<file path="src/rtl/bau_pkg.sv">
package bau_pkg;

    localparam int DATA_W  = 32;
    localparam int LANES   = DATA_W / 8;
    localparam int OFF_W   = $clog2(LANES);

    typedef enum logic [1:0] {
        SZ_BYTE = 2'd0,
        SZ_HALF = 2'd1,
        SZ_WORD = 2'd2,
        SZ_WRD2 = 2'd3
    } acc_size_e;

    typedef enum logic {
        ST_IDLE = 1'b0,
        ST_BUS  = 1'b1
    } bau_state_e;

    typedef struct packed {
        logic             store;
        acc_size_e        size;
        logic [OFF_W-1:0] off;
        logic [LANES-1:0] be;
        logic [DATA_W-1:0] wdata;
    } xfer_t;

    function automatic logic [LANES-1:0] lane_mask(acc_size_e sz, logic [OFF_W-1:0] off);
        case (sz)
            SZ_BYTE: lane_mask = LANES'(1) << off;
            SZ_HALF: lane_mask = LANES'(3) << {off[OFF_W-1:1], 1'b0};
            default: lane_mask = '1;
        endcase
    endfunction

    function automatic logic is_misaligned(acc_size_e sz, logic [OFF_W-1:0] off);
        case (sz)
            SZ_BYTE: is_misaligned = 1'b0;
            SZ_HALF: is_misaligned = off[0];
            default: is_misaligned = (off != '0);
        endcase
    endfunction

endpackage

</file>
<file path="src/rtl/bau_lane_decode.sv">
module bau_lane_decode
    import bau_pkg::*;
(
    input  acc_size_e        size,
    input  logic [OFF_W-1:0] off,
    output logic [LANES-1:0] be,
    output logic             bad
);
    always_comb begin
        be  = lane_mask(size, off);
        bad = is_misaligned(size, off);
    end
endmodule

</file>
<file path="src/rtl/bau_store_steer.sv">
module bau_store_steer
    import bau_pkg::*;
(
    input  acc_size_e         size,
    input  logic [DATA_W-1:0] din,
    output logic [DATA_W-1:0] dout
);
    localparam int HALVES = LANES / 2;

    for (genvar i = 0; i < LANES; i++) begin : g_lane
        logic [7:0] src;
        always_comb begin
            case (size)
                SZ_BYTE: src = din[7:0];
                SZ_HALF: src = din[8*(i%2) +: 8];
                default: src = din[8*i +: 8];
            endcase
        end
        assign dout[8*i +: 8] = src;
    end

    logic unused_h;
    assign unused_h = (HALVES == 0);
endmodule

</file>
<file path="src/rtl/bau_load_extract.sv">
module bau_load_extract
    import bau_pkg::*;
(
    input  acc_size_e         size,
    input  logic [OFF_W-1:0]  off,
    input  logic [DATA_W-1:0] din,
    output logic [DATA_W-1:0] dout
);
    logic [DATA_W-1:0] shifted;
    assign shifted = din >> {off, 3'b000};

    for (genvar j = 0; j < LANES; j++) begin : g_out
        logic keep;
        always_comb begin
            if (j == 0)      keep = 1'b1;
            else if (j == 1) keep = (size != SZ_BYTE);
            else             keep = (size == SZ_WORD) || (size == SZ_WRD2);
        end
        assign dout[8*j +: 8] = keep ? shifted[8*j +: 8] : 8'h00;
    end
endmodule

</file>
<file path="src/rtl/bau_ctrl.sv">
module bau_ctrl
    import bau_pkg::*;
#(
    parameter int WADDR_W = 30
) (
    input  logic               clk,
    input  logic               rst,
    input  logic               req_valid,
    input  logic               req_bad,
    input  xfer_t              req_x,
    input  logic [WADDR_W-1:0] req_waddr,
    input  logic               bus_ack,
    input  logic [DATA_W-1:0]  load_val,
    output acc_size_e          held_size,
    output logic [OFF_W-1:0]   held_off,
    output logic               busy,
    output logic               misalign,
    output logic               rsp_valid,
    output logic [DATA_W-1:0]  rsp_rdata,
    output logic [WADDR_W-1:0] bus_addr,
    output logic [LANES-1:0]   bus_be,
    output logic               bus_rw,
    output logic               bus_me,
    output logic [DATA_W-1:0]  bus_wdata
);
    bau_state_e state;
    xfer_t      held;

    always_ff @(posedge clk) begin
        if (rst) begin
            state     <= ST_IDLE;
            held      <= '0;
            bus_addr  <= '0;
            bus_me    <= 1'b0;
            misalign  <= 1'b0;
            rsp_valid <= 1'b0;
            rsp_rdata <= '0;
        end else begin
            misalign  <= 1'b0;
            rsp_valid <= 1'b0;
            case (state)
                ST_IDLE: begin
                    if (req_valid) begin
                        if (req_bad) begin
                            misalign <= 1'b1;
                        end else begin
                            state    <= ST_BUS;
                            held     <= req_x;
                            bus_addr <= req_waddr;
                            bus_me   <= 1'b1;
                        end
                    end
                end
                default: begin
                    if (bus_ack) begin
                        state     <= ST_IDLE;
                        bus_me    <= 1'b0;
                        rsp_valid <= 1'b1;
                        rsp_rdata <= held.store ? '0 : load_val;
                        held.be   <= '0;
                        held.store <= 1'b0;
                    end
                end
            endcase
        end
    end

    assign busy      = (state == ST_BUS);
    assign bus_be    = held.be;
    assign bus_rw    = ~held.store;
    assign bus_wdata = held.wdata;
    assign held_size = held.size;
    assign held_off  = held.off;
endmodule

</file>
<file path="src/rtl/bau_top.sv">
module bau_top
    import bau_pkg::*;
#(
    parameter int ADDR_W = 32,
    localparam int WADDR_W = ADDR_W - OFF_W
) (
    input  logic               clk,
    input  logic               rst,
    input  logic               req_valid,
    input  logic               req_store,
    input  logic [1:0]         req_size,
    input  logic [ADDR_W-1:0]  req_addr,
    input  logic [DATA_W-1:0]  req_wdata,
    output logic               busy,
    output logic               misalign,
    output logic               rsp_valid,
    output logic [DATA_W-1:0]  rsp_rdata,
    output logic [WADDR_W-1:0] bus_addr,
    output logic [LANES-1:0]   bus_be,
    output logic               bus_rw,
    output logic               bus_me,
    output logic [DATA_W-1:0]  bus_wdata,
    input  logic               bus_ack,
    input  logic [DATA_W-1:0]  bus_rdata
);
    acc_size_e         sz_in;
    logic [OFF_W-1:0]  off_in;
    logic [LANES-1:0]  be_in;
    logic              bad_in;
    logic [DATA_W-1:0] steered;
    xfer_t             x_in;
    acc_size_e         sz_q;
    logic [OFF_W-1:0]  off_q;
    logic [DATA_W-1:0] load_val;

    assign sz_in  = acc_size_e'(req_size);
    assign off_in = req_addr[OFF_W-1:0];

    bau_lane_decode dec_i (.size(sz_in), .off(off_in), .be(be_in), .bad(bad_in));

    bau_store_steer steer_i (.size(sz_in), .din(req_wdata), .dout(steered));

    always_comb begin
        x_in.store = req_store;
        x_in.size  = sz_in;
        x_in.off   = off_in;
        x_in.be    = be_in;
        x_in.wdata = steered;
    end

    bau_load_extract ext_i (.size(sz_q), .off(off_q), .din(bus_rdata), .dout(load_val));

    bau_ctrl #(.WADDR_W(WADDR_W)) ctrl_i (
        .clk(clk), .rst(rst),
        .req_valid(req_valid), .req_bad(bad_in), .req_x(x_in),
        .req_waddr(req_addr[ADDR_W-1:OFF_W]),
        .bus_ack(bus_ack), .load_val(load_val),
        .held_size(sz_q), .held_off(off_q),
        .busy(busy), .misalign(misalign),
        .rsp_valid(rsp_valid), .rsp_rdata(rsp_rdata),
        .bus_addr(bus_addr), .bus_be(bus_be), .bus_rw(bus_rw),
        .bus_me(bus_me), .bus_wdata(bus_wdata)
    );
endmodule

</file>
<file path="config.mk">
export PLATFORM = sky130hd
export DESIGN_NAME = bau_top
export DESIGN_NICKNAME = d
export VERILOG_FILES = /design/src/rtl/bau_pkg.sv /design/src/rtl/bau_lane_decode.sv /design/src/rtl/bau_store_steer.sv /design/src/rtl/bau_load_extract.sv /design/src/rtl/bau_ctrl.sv /design/src/rtl/bau_top.sv
export SDC_FILE = /design/constraint.sdc
export NUM_CORES = 1
export LEC_CHECK = 0
export BUFFER_PORTS_ARGS = -buffer_cell sky130_fd_sc_hd__buf_4
export CAP_MARGIN = 20
export CORE_MARGIN = 4
export CORE_UTILIZATION = 42
export DETAILED_ROUTE_END_ITERATION = 16
export GPL_TIMING_DRIVEN = 0
export PLACE_DENSITY_LB_ADDON = 0.15
export SLEW_MARGIN = 20
export SYNTH_ARGS = -nofsm -noshare
export SYNTH_HDL_FRONTEND = slang
export SYNTH_SLANG_ARGS = --single-unit
</file>
<file path="constraint.sdc">
create_clock -name clk -period 3.65 [get_ports clk]
set_clock_uncertainty 0.15 [all_clocks]
set_input_delay 0.365 -clock clk [delete_from_list [all_inputs] [get_ports clk]]
set_output_delay 0.365 -clock clk [all_outputs]
set_load 0.05 [all_outputs]
</file>
==> key figures <==
Outcome
  – Status: completed

Cells and area
  – Ratio of cells with drive above 1 in the final layout: 43.4%
  – Area grow syn2layout: 36.8%
  – Antenna Cells: 0
  – Final instance area: 0.00755 mm^2
  – Fillcell total: 1172
  – Non-filler instance count after layout: 980
  – Final core utilization: 59.3%
  – Fin nets: 906

STA
  – Slew at the pin with the worst max-slew slack: 587 ps
  – Final min period: 1730 ps
  – Period Utilization, post-route: 47.3%
  – Unrepaired setup endpoints after global routing: no
  – Achievable frequency: 0.579 GHz
  – Max-slew headroom: 60.9%
  – Setup tns final: 0 ps
  – Max-slew violation count: 0
  – # setup viols final: 0
  – Final hold vios: 0

Power and ir drop
  – Maximum vdd drop: 0.000323 V
  – Switching pwr: 0.933 mW
  – Static Leakage: 3.31 nW
  – Clock power share: 32.5%
  – Register share of total power: 42.4%
  – Int Power: 2.02 mW
  – Comb pwr share: 25.2%
  – Switching share of power: 31.6%
  – Pwr dens: 391 mW/mm^2

Critical path
  – Worst setup path startpoint: ctrl_i.busy$_SDFF_PP0_
  – Critical Path Slowest Stage Cell: nor3_4
  – CP Depth: 6
  – R2R Setup Slk: 1920 ps
  – CP top delay family: simple AND/OR/NAND/NOR gates
  – CP bufs+invs: 3
  – Critical Path RT: 3780 ps
  – Crit path max fanout: 10
  – Worst stage delay on the critical path: 350 ps
  – Worst setup EP type: flip-flop
  – R2R cell count: 6
  – RR Endpoint: ctrl_i.held_size[0]$_SDFFE_PP0P_
  – Setup CP Type: flip-flop to flip-flop
  – Worst setup path endpoint: ctrl_i.held_size[0]$_SDFFE_PP0P_
  – Critical Path, Cell by Cell: buf_6 > nand2b_1 > buf_6 > nor3_4 > buf_6 > mux2i_1
  – CP Launch Type: flip-flop
  – Worst R2R Start: ctrl_i.busy$_SDFF_PP0_
  – Most frequent CP cell: buf_6
  – WP data arrival: 1860 ps

Clocking
  – Clock Sinks: 107
  – Htree depth: 3
  – Post-CTS Resized: 0
  – Number of CTS-inserted buffers: 9
  – CTS root buffer: clkbuf_16
  – CTS tree: yes
  – Reg clk slew, reported paths: 70 ps
  – Hold_buf cts: 0
  – Setup bufs post-CTS: 0
  – Clk Latency, worst-skew pair: 360 ps
  – Deepest clock path buffer count: 2

Logic synthesis
  – Synth Area in Adders: 0%
  – Prevailing post-synth register cell: dfxtp_1
  – Post-synth EDFFs: 0
  – Leading area contributor after synthesis: dfxtp_1
  – Syn nets: 692
  – XOR/XNOR Fraction of Synth Area: 0.317%
  – Compound-Gate Fraction of Synth Area: 27.9%
  – Post-synthesis mux area share: 11.2%
  – Cell with the most instances after synthesis: dfxtp_1
  – Seq/Total Area, Yosys: 38.8%
  – Synth Cell Area: 0.00552 mm^2
  – Synth top area share: 38.8%
  – Library cells used by synthesis: 50
  – Largest family of logic cells by synthesized area: compound AO/OA/AOI/OAI gates
  – Ys async rst share: 0%
  – Synth area leaders: dfxtp_1 39%, o211ai_1 7.3%, buf_4 6.1%, mux2_2 6.1%, a21oi_1 6.0%
  – Synth Area in Simple Gates: 9.89%
  – Syn Area/Cell: 9.37 um^2
  – Synth cell count leaders: 107 x dfxtp_1, 66 x a21oi_1, 54 x o211ai_1
  – Yosys reg bits: 107
  – Mapped Cells: 589
  – Warnings, synthesis: 0

Place
  – Final HPWL DP: 13700 um
  – Gpl congestion: 0.871
  – Placed cell count: 964
  – Cell Area, Placed: 0.00726 mm^2
  – Port buffer count: 203

Global routing
  – Initial antenna violation count: 0
  – GR Overflow Total: 0
  – First-pass GRT wire length: 27800 um
  – Vias in the first global route: 5307
  – Total GRT Usage: 23.6%
  – Largest net degree at the start of global routing: 18

Drt
  – Post-DRT Antenna Nets: 0
  – DRC viols: 0
  – Vias: 5410
  – DR iter-0 viols: 378
  – Routed WL: 18100 um
  – Vias/cell: 5.52
  – WL per Instance: 18.5 um
  – TritonRoute pass-1 iters: 5

Worst hold path
  – Worst min path class: input port to flip-flop

Floorplan
  – Initial core utilization: 43.4%
  – Core area: 0.0127 mm^2
  – Cell Rows: 41
  – Die Wd: 123 um
  – Die height: 123 um
  – Die area: 0.0150 mm^2
  – Top Ports: 206

Flow run
  – Max-cap violations: 0
## stage by stage
stage	setup slack, ps	total power [mW]	hold slack, ps
detailed placement	1820	2.02	302
finish	1920	2.95	140
CTS	1920	2.97	128
global placement	1900	2.01	294
global route	1850	3.07	131
floorplan	1900	1.75	285
## worst min path at each step
stage,start,endpoint,slack [ps],cells past startpoint
after global routing,req_addr[26],ctrl_i.bus_addr[24]$_SDFFE_PP0P_,130,3
after floorplan,ctrl_i.held_size[0]$_SDFFE_PP0P_,ctrl_i.held_size[0]$_SDFFE_PP0P_,280,2
after global placement,ctrl_i.rsp_rdata[7]$_SDFFE_PP0P_,ctrl_i.rsp_rdata[7]$_SDFFE_PP0P_,290,2
after detailed placement,ctrl_i.rsp_rdata[2]$_SDFFE_PP0P_,ctrl_i.rsp_rdata[2]$_SDFFE_PP0P_,300,2
after CTS,bus_rdata[27],ctrl_i.rsp_rdata[27]$_SDFFE_PP0P_,130,3
final,req_addr[26],ctrl_i.bus_addr[24]$_SDFFE_PP0P_,140,3
## cell families after synthesis
family	count (synthesis)
compound gates	220
xor+xnor	2
buf+inv	106
flops	107
mux	58
simple gates	96
## worst register-to-register path, cell delays in order (launching register included)
cell and delay [ps]:
dfxtp_1 320, buf_6 130, nand2b_1 140, buf_6 140
nor3_4 360, buf_6 220, mux2i_1 190
## sequential cells by signal, summed over array words and instances, names as in the netlist
signal	cells
ctrl_i.held_size	2
ctrl_i.rsp_rdata	32
ctrl_i.bus_be	4
ctrl_i.bus_me	1
ctrl_i.held_off	2
ctrl_i.rsp_valid	1
ctrl_i.bus_addr	30
ctrl_i.held	1
ctrl_i.misalign	1
ctrl_i.busy	1
ctrl_i.bus_wdata	32
## cell usage in the layout, fill, tap and decap left out, drive strengths merged, types with 2 or more instances in the layout
cell,netlist,routed
o21ai,11,11
nand2b,10,10
dfxtp,107,107
nor4,2,2
or3b,8,8
nand2,32,32
o2bb2ai,8,8
nor3,2,2
inv,2,3
nor2,12,12
clkinv,0,2
o211ai,54,54
mux2i,26,26
o31ai,39,39
and2,2,2
mux2,32,32
a22o,8,8
a32oi,8,8
nand3,11,11
a21oi,68,68
nor2b,12,12
o211a,8,8
buf,90,293
clkbuf,14,26
a22oi,9,9
## power by group through the flow
stage / registers [mW] / clock network [mW] / logic, mW
detailed placement: 1.28 / 0 / 0.738
floorplan: 1.36 / 0 / 0.396
CTS: 1.25 / 0.978 / 0.741
global placement: 1.28 / 0 / 0.729
global route: 1.26 / 1.03 / 0.791
finish: 1.25 / 0.959 / 0.743
## per-layer routing
metal | GRT usage, % | vias up | part of all wire, %
met1 | 31.1 | 2584 | 43
met4 | 6.65 | 0 | 1.9
met2 | 37.8 | 216 | 48
met3 | 6.68 | 29 | 7.6
met5 | 0 | - | 0
li1 | - | 2581 | -
## cell type report
class	instances	area [um^2]	area share (%)
multi-input combinational	376	2720	36.1
sequential	107	2140	28.4
timing repair buffer	203	1520	20.2
buffer	104	646	8.55
clock buffer	12	256	3.40
tap	172	215	2.85
clock inverter	4	33.8	0.448
inverter	2	7.51	0.0995
Power figures use the tool's default switching activity.
